==> src/rtl/bqb_pkg.sv <==
package bqb_pkg;
    typedef enum logic [2:0] {
        K_NONE,
        K_DATA,
        K_LEVEL,
        K_THR,
        K_CHG,
        K_MASK,
        K_OVF
    } reg_kind_e;
endpackage

==> src/rtl/bqb_decode.sv <==
module bqb_decode
    import bqb_pkg::*;
#(
    parameter int NQ       = 4,
    parameter int AW       = 8,
    parameter int LANE_OFS = 0,
    localparam int QW      = (NQ > 1) ? $clog2(NQ) : 1
) (
    input  logic          cs,
    input  logic [AW-1:0] addr,
    output reg_kind_e     kind,
    output logic [QW-1:0] idx
);
    localparam int COMMON = NQ * 12;

    always_comb begin
        kind = K_NONE;
        idx  = '0;
        for (int q = 0; q < NQ; q++) begin
            if (addr == AW'(q * 12 + LANE_OFS)) begin
                kind = K_DATA;
                idx  = QW'(q);
            end
            if (addr == AW'(q * 12 + 4 + LANE_OFS)) begin
                kind = K_LEVEL;
                idx  = QW'(q);
            end
            if (addr == AW'(q * 12 + 8 + LANE_OFS)) begin
                kind = K_THR;
                idx  = QW'(q);
            end
        end
        if (addr == AW'(COMMON + LANE_OFS))     kind = K_CHG;
        if (addr == AW'(COMMON + 4 + LANE_OFS)) kind = K_MASK;
        if (addr == AW'(COMMON + 8 + LANE_OFS)) kind = K_OVF;
        if (!cs) begin
            kind = K_NONE;
            idx  = '0;
        end
    end
endmodule

==> src/rtl/bqb_fifo.sv <==
module bqb_fifo #(
    parameter int ID_W  = 13,
    parameter int DEPTH = 8,
    localparam int LW   = $clog2(DEPTH + 1),
    localparam int PW   = (DEPTH > 1) ? $clog2(DEPTH) : 1
) (
    input  logic            clk,
    input  logic            rst_n,
    input  logic            push,
    input  logic [ID_W-1:0] push_id,
    input  logic            pop,
    output logic [ID_W-1:0] head_id,
    output logic [LW-1:0]   level,
    input  logic            thr_we,
    input  logic [LW-1:0]   thr_wdata,
    output logic [LW-1:0]   thr,
    input  logic            clr_stat,
    output logic            stat,
    input  logic            clr_ovf,
    output logic            ovf
);
    typedef struct {
        logic [ID_W-1:0] mem [DEPTH];
        logic [PW-1:0]   rd;
        logic [PW-1:0]   wr;
        logic [LW-1:0]   lvl;
        logic [LW-1:0]   thr;
        logic            stat;
        logic            ovf;
    } fifo_st_t;

    fifo_st_t s_d, s_q;
    logic     do_pop_d, do_push_d, above_now_d, above_next_d;

    function automatic logic [PW-1:0] bump(input logic [PW-1:0] p);
        return (p == PW'(DEPTH - 1)) ? '0 : p + 1'b1;
    endfunction

    always_comb begin
        s_d          = s_q;
        do_pop_d     = pop && (s_q.lvl != '0);
        do_push_d    = push && ((s_q.lvl != LW'(DEPTH)) || do_pop_d);
        if (do_push_d) begin
            s_d.mem[s_q.wr] = push_id;
            s_d.wr          = bump(s_q.wr);
        end
        if (do_pop_d) s_d.rd = bump(s_q.rd);
        s_d.lvl      = s_q.lvl + LW'(do_push_d) - LW'(do_pop_d);
        if (thr_we) s_d.thr = thr_wdata;
        above_now_d  = s_q.lvl > s_q.thr;
        above_next_d = s_d.lvl > s_q.thr;
        s_d.stat     = (s_q.stat & ~clr_stat) | (above_next_d & ~above_now_d);
        s_d.ovf      = (s_q.ovf & ~clr_ovf) | (push & ~do_push_d);
    end

    always_ff @(posedge clk) begin
        if (!rst_n) begin
            s_q.rd   <= '0;
            s_q.wr   <= '0;
            s_q.lvl  <= '0;
            s_q.thr  <= '0;
            s_q.stat <= 1'b0;
            s_q.ovf  <= 1'b0;
        end else begin
            s_q <= s_d;
        end
    end

    assign head_id = s_q.mem[s_q.rd];
    assign level   = s_q.lvl;
    assign thr     = s_q.thr;
    assign stat    = s_q.stat;
    assign ovf     = s_q.ovf;

    // level never exceeds the depth
    a_r4_level_bound: assert property (@(posedge clk) disable iff (!rst_n)
        level <= LW'(DEPTH));

    // popping an empty queue without a push keeps it empty
    a_r3_empty_pop: assert property (@(posedge clk) disable iff (!rst_n)
        (pop && !push && level == '0) |=> (level == '0));

    // push into a full queue with no pop is dropped and flagged
    a_r7_full_drop: assert property (@(posedge clk) disable iff (!rst_n)
        (push && !pop && level == LW'(DEPTH)) |=> (level == LW'(DEPTH) && ovf));

    // push and pop together on a non-empty queue keep the level
    a_r8_same_cycle: assert property (@(posedge clk) disable iff (!rst_n)
        (push && pop && level != '0) |=> $stable(level));

    // change bit is sticky until cleared
    a_r5_sticky: assert property (@(posedge clk) disable iff (!rst_n)
        (stat && !clr_stat) |=> stat);
endmodule

==> src/rtl/bufid_qbank.sv <==
module bufid_qbank
    import bqb_pkg::*;
#(
    parameter int ID_W  = 13,
    parameter int DEPTH = 8,
    parameter int N_TX  = 2,
    parameter int N_RX  = 2,
    parameter int BUS_W = 32,
    parameter int AW    = 8
) (
    input  logic                 clk,
    input  logic                 rst_n,
    input  logic                 bus_cs,
    input  logic                 bus_we,
    input  logic [AW-1:0]        bus_addr,
    input  logic [BUS_W-1:0]     bus_wdata,
    output logic [BUS_W-1:0]     bus_rdata,
    output logic                 irq,
    input  logic [N_TX-1:0]      tx_pop,
    output logic [N_TX*ID_W-1:0] tx_head,
    output logic [N_TX-1:0]      tx_avail,
    input  logic [N_RX-1:0]      rx_push,
    input  logic [N_RX*ID_W-1:0] rx_push_id
);
    localparam int NQ       = N_TX + N_RX;
    localparam int LW       = $clog2(DEPTH + 1);
    localparam int QW       = (NQ > 1) ? $clog2(NQ) : 1;
    localparam int LANE_OFS = (BUS_W == 16) ? 2 : 0;

    typedef struct packed {
        logic [BUS_W-1:0] rdata;
        logic [NQ-1:0]    mask;
    } top_st_t;

    top_st_t          t_d, t_q;
    reg_kind_e        kind;
    logic [QW-1:0]    idx;
    logic [BUS_W-1:0] rd_val_d;

    logic [NQ-1:0][ID_W-1:0] q_head;
    logic [NQ-1:0][LW-1:0]   q_lvl;
    logic [NQ-1:0][LW-1:0]   q_thr;
    logic [NQ-1:0]           q_stat;
    logic [NQ-1:0]           q_ovf;
    logic                    unused_wdata_hi;

    assign unused_wdata_hi = ^bus_wdata[BUS_W-1:ID_W];

    bqb_decode #(.NQ(NQ), .AW(AW), .LANE_OFS(LANE_OFS)) u_dec (
        .cs   (bus_cs),
        .addr (bus_addr),
        .kind (kind),
        .idx  (idx)
    );

    for (genvar q = 0; q < NQ; q++) begin : g_q
        logic            push, pop, data_hit;
        logic [ID_W-1:0] push_id;

        assign data_hit = (kind == K_DATA) && (idx == QW'(q));
        if (q < N_TX) begin : g_tx
            assign push    = data_hit && bus_we;
            assign push_id = bus_wdata[ID_W-1:0];
            assign pop     = tx_pop[q];
            assign tx_head[q*ID_W +: ID_W] = q_head[q];
            assign tx_avail[q] = (q_lvl[q] != '0);
        end else begin : g_rx
            assign push    = rx_push[q-N_TX];
            assign push_id = rx_push_id[(q-N_TX)*ID_W +: ID_W];
            assign pop     = data_hit && !bus_we;
        end

        bqb_fifo #(.ID_W(ID_W), .DEPTH(DEPTH)) u_fifo (
            .clk       (clk),
            .rst_n     (rst_n),
            .push      (push),
            .push_id   (push_id),
            .pop       (pop),
            .head_id   (q_head[q]),
            .level     (q_lvl[q]),
            .thr_we    ((kind == K_THR) && (idx == QW'(q)) && bus_we),
            .thr_wdata (bus_wdata[LW-1:0]),
            .thr       (q_thr[q]),
            .clr_stat  ((kind == K_CHG) && bus_we && bus_wdata[q]),
            .stat      (q_stat[q]),
            .clr_ovf   ((kind == K_OVF) && bus_we && bus_wdata[q]),
            .ovf       (q_ovf[q])
        );
    end

    always_comb begin
        t_d = t_q;
        rd_val_d = '0;
        case (kind)
            K_DATA: begin
                if (int'(idx) >= N_TX)
                    rd_val_d = (q_lvl[idx] == '0) ? '1 : BUS_W'(q_head[idx]);
            end
            K_LEVEL: rd_val_d = BUS_W'(q_lvl[idx]);
            K_THR:   rd_val_d = BUS_W'(q_thr[idx]);
            K_CHG:   rd_val_d = BUS_W'(q_stat);
            K_MASK:  rd_val_d = BUS_W'(t_q.mask);
            K_OVF:   rd_val_d = BUS_W'(q_ovf);
            default: rd_val_d = '0;
        endcase
        if (bus_cs && !bus_we) t_d.rdata = rd_val_d;
        if (kind == K_MASK && bus_we) t_d.mask = bus_wdata[NQ-1:0];
    end

    always_ff @(posedge clk) begin
        if (!rst_n) begin
            t_q.rdata <= '0;
            t_q.mask  <= '1;
        end else begin
            t_q <= t_d;
        end
    end

    assign bus_rdata = t_q.rdata;
    assign irq       = |(q_stat & ~t_q.mask);

    // read of an empty receive queue answers all ones next cycle
    a_r3_empty_ones: assert property (@(posedge clk) disable iff (!rst_n)
        (kind == K_DATA && !bus_we && int'(idx) >= N_TX && q_lvl[idx] == '0)
        |=> (bus_rdata == '1));

    // interrupt only with some change bit set
    a_r6_irq_cause: assert property (@(posedge clk) disable iff (!rst_n)
        irq |-> (q_stat != '0));
endmodule

==> config.mk <==
export PLATFORM = sky130hd
export DESIGN_NAME = bufid_qbank
export DESIGN_NICKNAME = d
export VERILOG_FILES = /design/src/rtl/bqb_pkg.sv /design/src/rtl/bqb_decode.sv /design/src/rtl/bqb_fifo.sv /design/src/rtl/bufid_qbank.sv
export SDC_FILE = /design/constraint.sdc
export NUM_CORES = 1
export LEC_CHECK = 0
export BUFFER_PORTS_ARGS = -buffer_cell sky130_fd_sc_hd__buf_2
export CAP_MARGIN = 5
export CORE_MARGIN = 2
export CORE_UTILIZATION = 37
export CTS_CLUSTER_DIAMETER = 50
export DETAILED_ROUTE_END_ITERATION = 10
export PLACE_DENSITY_LB_ADDON = 0.12
export RECOVER_POWER = 50
export SLEW_MARGIN = 5
export SYNTH_ARGS = -nofsm -noshare
export SYNTH_HDL_FRONTEND = slang
export SYNTH_SLANG_ARGS = --single-unit
==> constraint.sdc <==
create_clock -name clk -period 4.82 [get_ports clk]
set_input_delay 0.723 -clock clk [delete_from_list [all_inputs] [get_ports clk]]
set_output_delay 0.723 -clock clk [all_outputs]
set_load 0.05 [all_outputs]
==> metrics.md <==
| Metric | Value |
|---|---|
| Final net count | `1,631` |
| Final hold slack | `0.407 ns` |
| Hold Path Class | `input pin to flop` |
| Initial antenna violation count | `1` |
| Worst Hold Depth | `3` |
| WL final | `52,900 um` |
| Area Growth Syn to Fin | `15.6%` |
| Max transition margin | `-1.12%` |
| Clk slew on worst S/H paths | `0.05 ns` |
| M1 GR Usage | `25.4%` |
| Clock Tree Buf Depth | `3` |
| Die area | `60,300 um^2` |
| Critical path data required time | `5.29 ns` |
| Total track usage | `17.7%` |
| Root Driver | `clkbuf_16` |
| Port bufs | `115` |
| Failing checks | `capacitance limit, slew limit` |
| FFs w/ async S/R, synth | `0%` |
| CTS tree | `yes` |
| RSZ-0062 raised after global routing | `no` |
| CP endpoint kind | `flop` |
| Post-synthesis sequential area ratio | `65.4%` |
| Static Leakage | `8.18 nW` |
| Routed vias | `12,045` |
| Most common cell after layout, fill and taps aside | `edfxtp_1` |
| Post-cts sizing count | `0` |
| Minimum clock period | `4.16 ns` |
| Yosys reg bits | `498` |
| Avg Synthesized Cell Area | `16.0 um^2` |
| Fillers | `5,315` |
| Power per cell area | `471 nW/um^2` |
| Skew-Pair Late Insertion Delay | `0.63 ns` |
| CP Class | `input pin to flop` |
| Post-synth cell types | `68` |
| Clk_skew | `0.0258 ns` |
| Setup violations, final | `0` |
| Worst-margin pin slew | `1.51 ns` |
| Share of cells above drive strength 1 | `23.4%` |
| Max Freq | `0.240 GHz` |
| Cells after synthesis | `1,351` |
| Most frequent cells in the layout | `edfxtp_1, mux4_2, nor2_1` |
| Worst setup SP type | `input pin` |
| Die Height | `246 um` |
| Area of the multi-input gates | `6820 um^2` |
| Layer with the highest usage | `met2` |
| I/O pins | `135` |
| Final Max Slew Viols | `29` |
| Die X | `246 um` |
| Vias in the first global route | `12,194` |
| Largest net degree at the start of global routing | `52` |
| Synthesized area | `21,600 um^2` |
| Setup TNS | `0 ns` |
| GRT met3 Usage | `3.08%` |
| Row count | `88` |
| Hold-fix buffers at CTS | `0` |
| Outcome | `finished, violations left` |
| DRT Pass-1 Iters | `5` |
| GR Util met2 | `27.3%` |
| Syn Nets | `1,500` |
| N_diodes | `0` |
| EDFF count, synth | `416` |
| Routed len/inst | `23.0 um` |
| Initial detailed-routing violation count | `999` |
| Max-Cap Viols | `1` |
| CP arrival | `4.63 ns` |
| Vias per cell | `5.24` |
| DRC | `0` |
| CTS sink cnt | `498` |
| HPWL Detailed | `34,500 um` |
| CTS Buf Count | `59` |
| Final hold violations | `0` |
| Ys flop type | `edfxtp_1` |
| Initial Utilization | `37.4%` |
| Register area | `14,100 um^2` |
| Worst-case reg-to-reg path depth | `16` |
| H-tree depth | `2` |
| Yosys warnings | `0` |
| Max Fanout on Critical Path | `17` |
| Fin crit share | `86.3%` |
| Global-route wire length before repair | `78,700 um` |
| IR drop worst, VDD | `0.000295 V` |
| RePlAce Congestion | `0.849` |
| Gr ovfl total | `0` |
| Core ar. | `57,700 um^2` |
| Post-CTS Setup Inserts | `0` |
| Post-DRT Antenna Nets | `0` |
==> cell type report <==
cell class	count	share of cell area, %
sequential	498	56.6
multi-input combinational	709	27.3
clock buffer	67	6.12
tap	765	3.83
timing repair buffer	163	3.40
clock inverter	44	1.92
inverter	51	0.767
==> per-stage QoR <==
stage / total power [mW] / setup slack, ns / utilization (%) / cell area, um^2 / cells
global route: 12.3 / 0.337 / 43.3 / 25000 / 2297
floorplan: 6.71 / 1.02 / - / 21600 / 1351
finish: 11.8 / 0.661 / 43.3 / 25000 / 2297
global placement: 7.33 / 0.435 / 40.0 / 23100 / 2186
detailed placement: 7.37 / 0.382 / 40.0 / 23100 / 2186
CTS: 11.9 / 1.02 / 43.5 / 25100 / 2297
==> power breakdown <==
part / total, mW / switching [mW] / internal, mW
Sequential: 5.02 / 0.222 / 4.79
Clock: 4.53 / 1.85 / 2.68
Combinational: 2.23 / 1.28 / 0.944
==> critical path: stages <==
cell and delay [ns]:
buf_2 0.21, inv_1 0.28, nand2_1 0.21, o22ai_1 0.62
nand4_1 0.38, inv_1 0.21, ha_1 0.28, nor2b_1 0.15
fa_1 0.46, ha_1 0.31, nor2b_1 0.13, o21ai_0 0.14
nand2b_1 0.08, a21oi_1 0.14, a41oi_1 0.06, a22oi_1 0.19
nor2_1 0.06
==> Yosys cell counts, types with 21 or more instances <==
master	n	area, um^2
inv_1	50	188
and2_1	28	175
nand2b_1	22	138
edfxtp_1	416	12500
buf_4	32	240
a21oi_1	35	175
mux4_2	104	2340
dfxtp_1	82	1640
nor2_1	80	300
mux2i_1	51	510
nand2_1	67	251
ha_1	71	888
buf_2	21	105
nor3_1	23	115
mux2_2	28	315
clkbuf_1	28	105
==> final timing paths <==
path | start | end | slack [ns]
setup reg to reg | g_q[3].u_fifo.level[2]$_SDFF_PN0_ | g_q[3].u_fifo.stat$_SDFF_PN0_ | 1.20
setup / recovery | bus_addr[3] | g_q[3].u_fifo.stat$_SDFF_PN0_ | 0.66
hold reg to reg | bus_rdata[9]$_SDFFE_PN0P_ | bus_rdata[9]$_SDFFE_PN0P_ | 0.45
hold / removal | rx_push[1] | g_q[3].u_fifo.ovf$_SDFF_PN0_ | 0.41
==> flip-flops by register name, indices dropped and copies added (netlist names) <==
signal            flops
g_q.u_fifo.stat       4
t_q                   4
g_q.u_fifo.s_q      440
bus_rdata            14
g_q.u_fifo.thr       16
g_q.u_fifo.ovf        4
g_q.u_fifo.level     16
==> kinds of logic (layout without fill, tap and decap cells) <==
| kind of cell | after synthesis | count (layout) | share of synthesized area (%) |
|---|---|---|---|
| adder cells (fa/ha/maj) | 75 | 75 | 4.48 |
| buffers and inverters | 144 | 325 | 3.22 |
| flip-flops | 498 | 498 | 65.4 |
| XOR/XNOR | 11 | 11 | 0.446 |
| multiplexers | 183 | 183 | 14.7 |
| AND/OR/NAND/NOR | 280 | 280 | 6.47 |
| AO/OA/AOI/OAI | 160 | 160 | 5.27 |
==> per-layer routing <==
metal | vias to the layer above | routed length [um]
met3 | 81 | 2450
met1 | 6159 | 25100
met4 | 0 | 1410
li1 | 5520 | -
met2 | 285 | 23900
met5 | - | 0
Power figures use the tool's default switching activity.
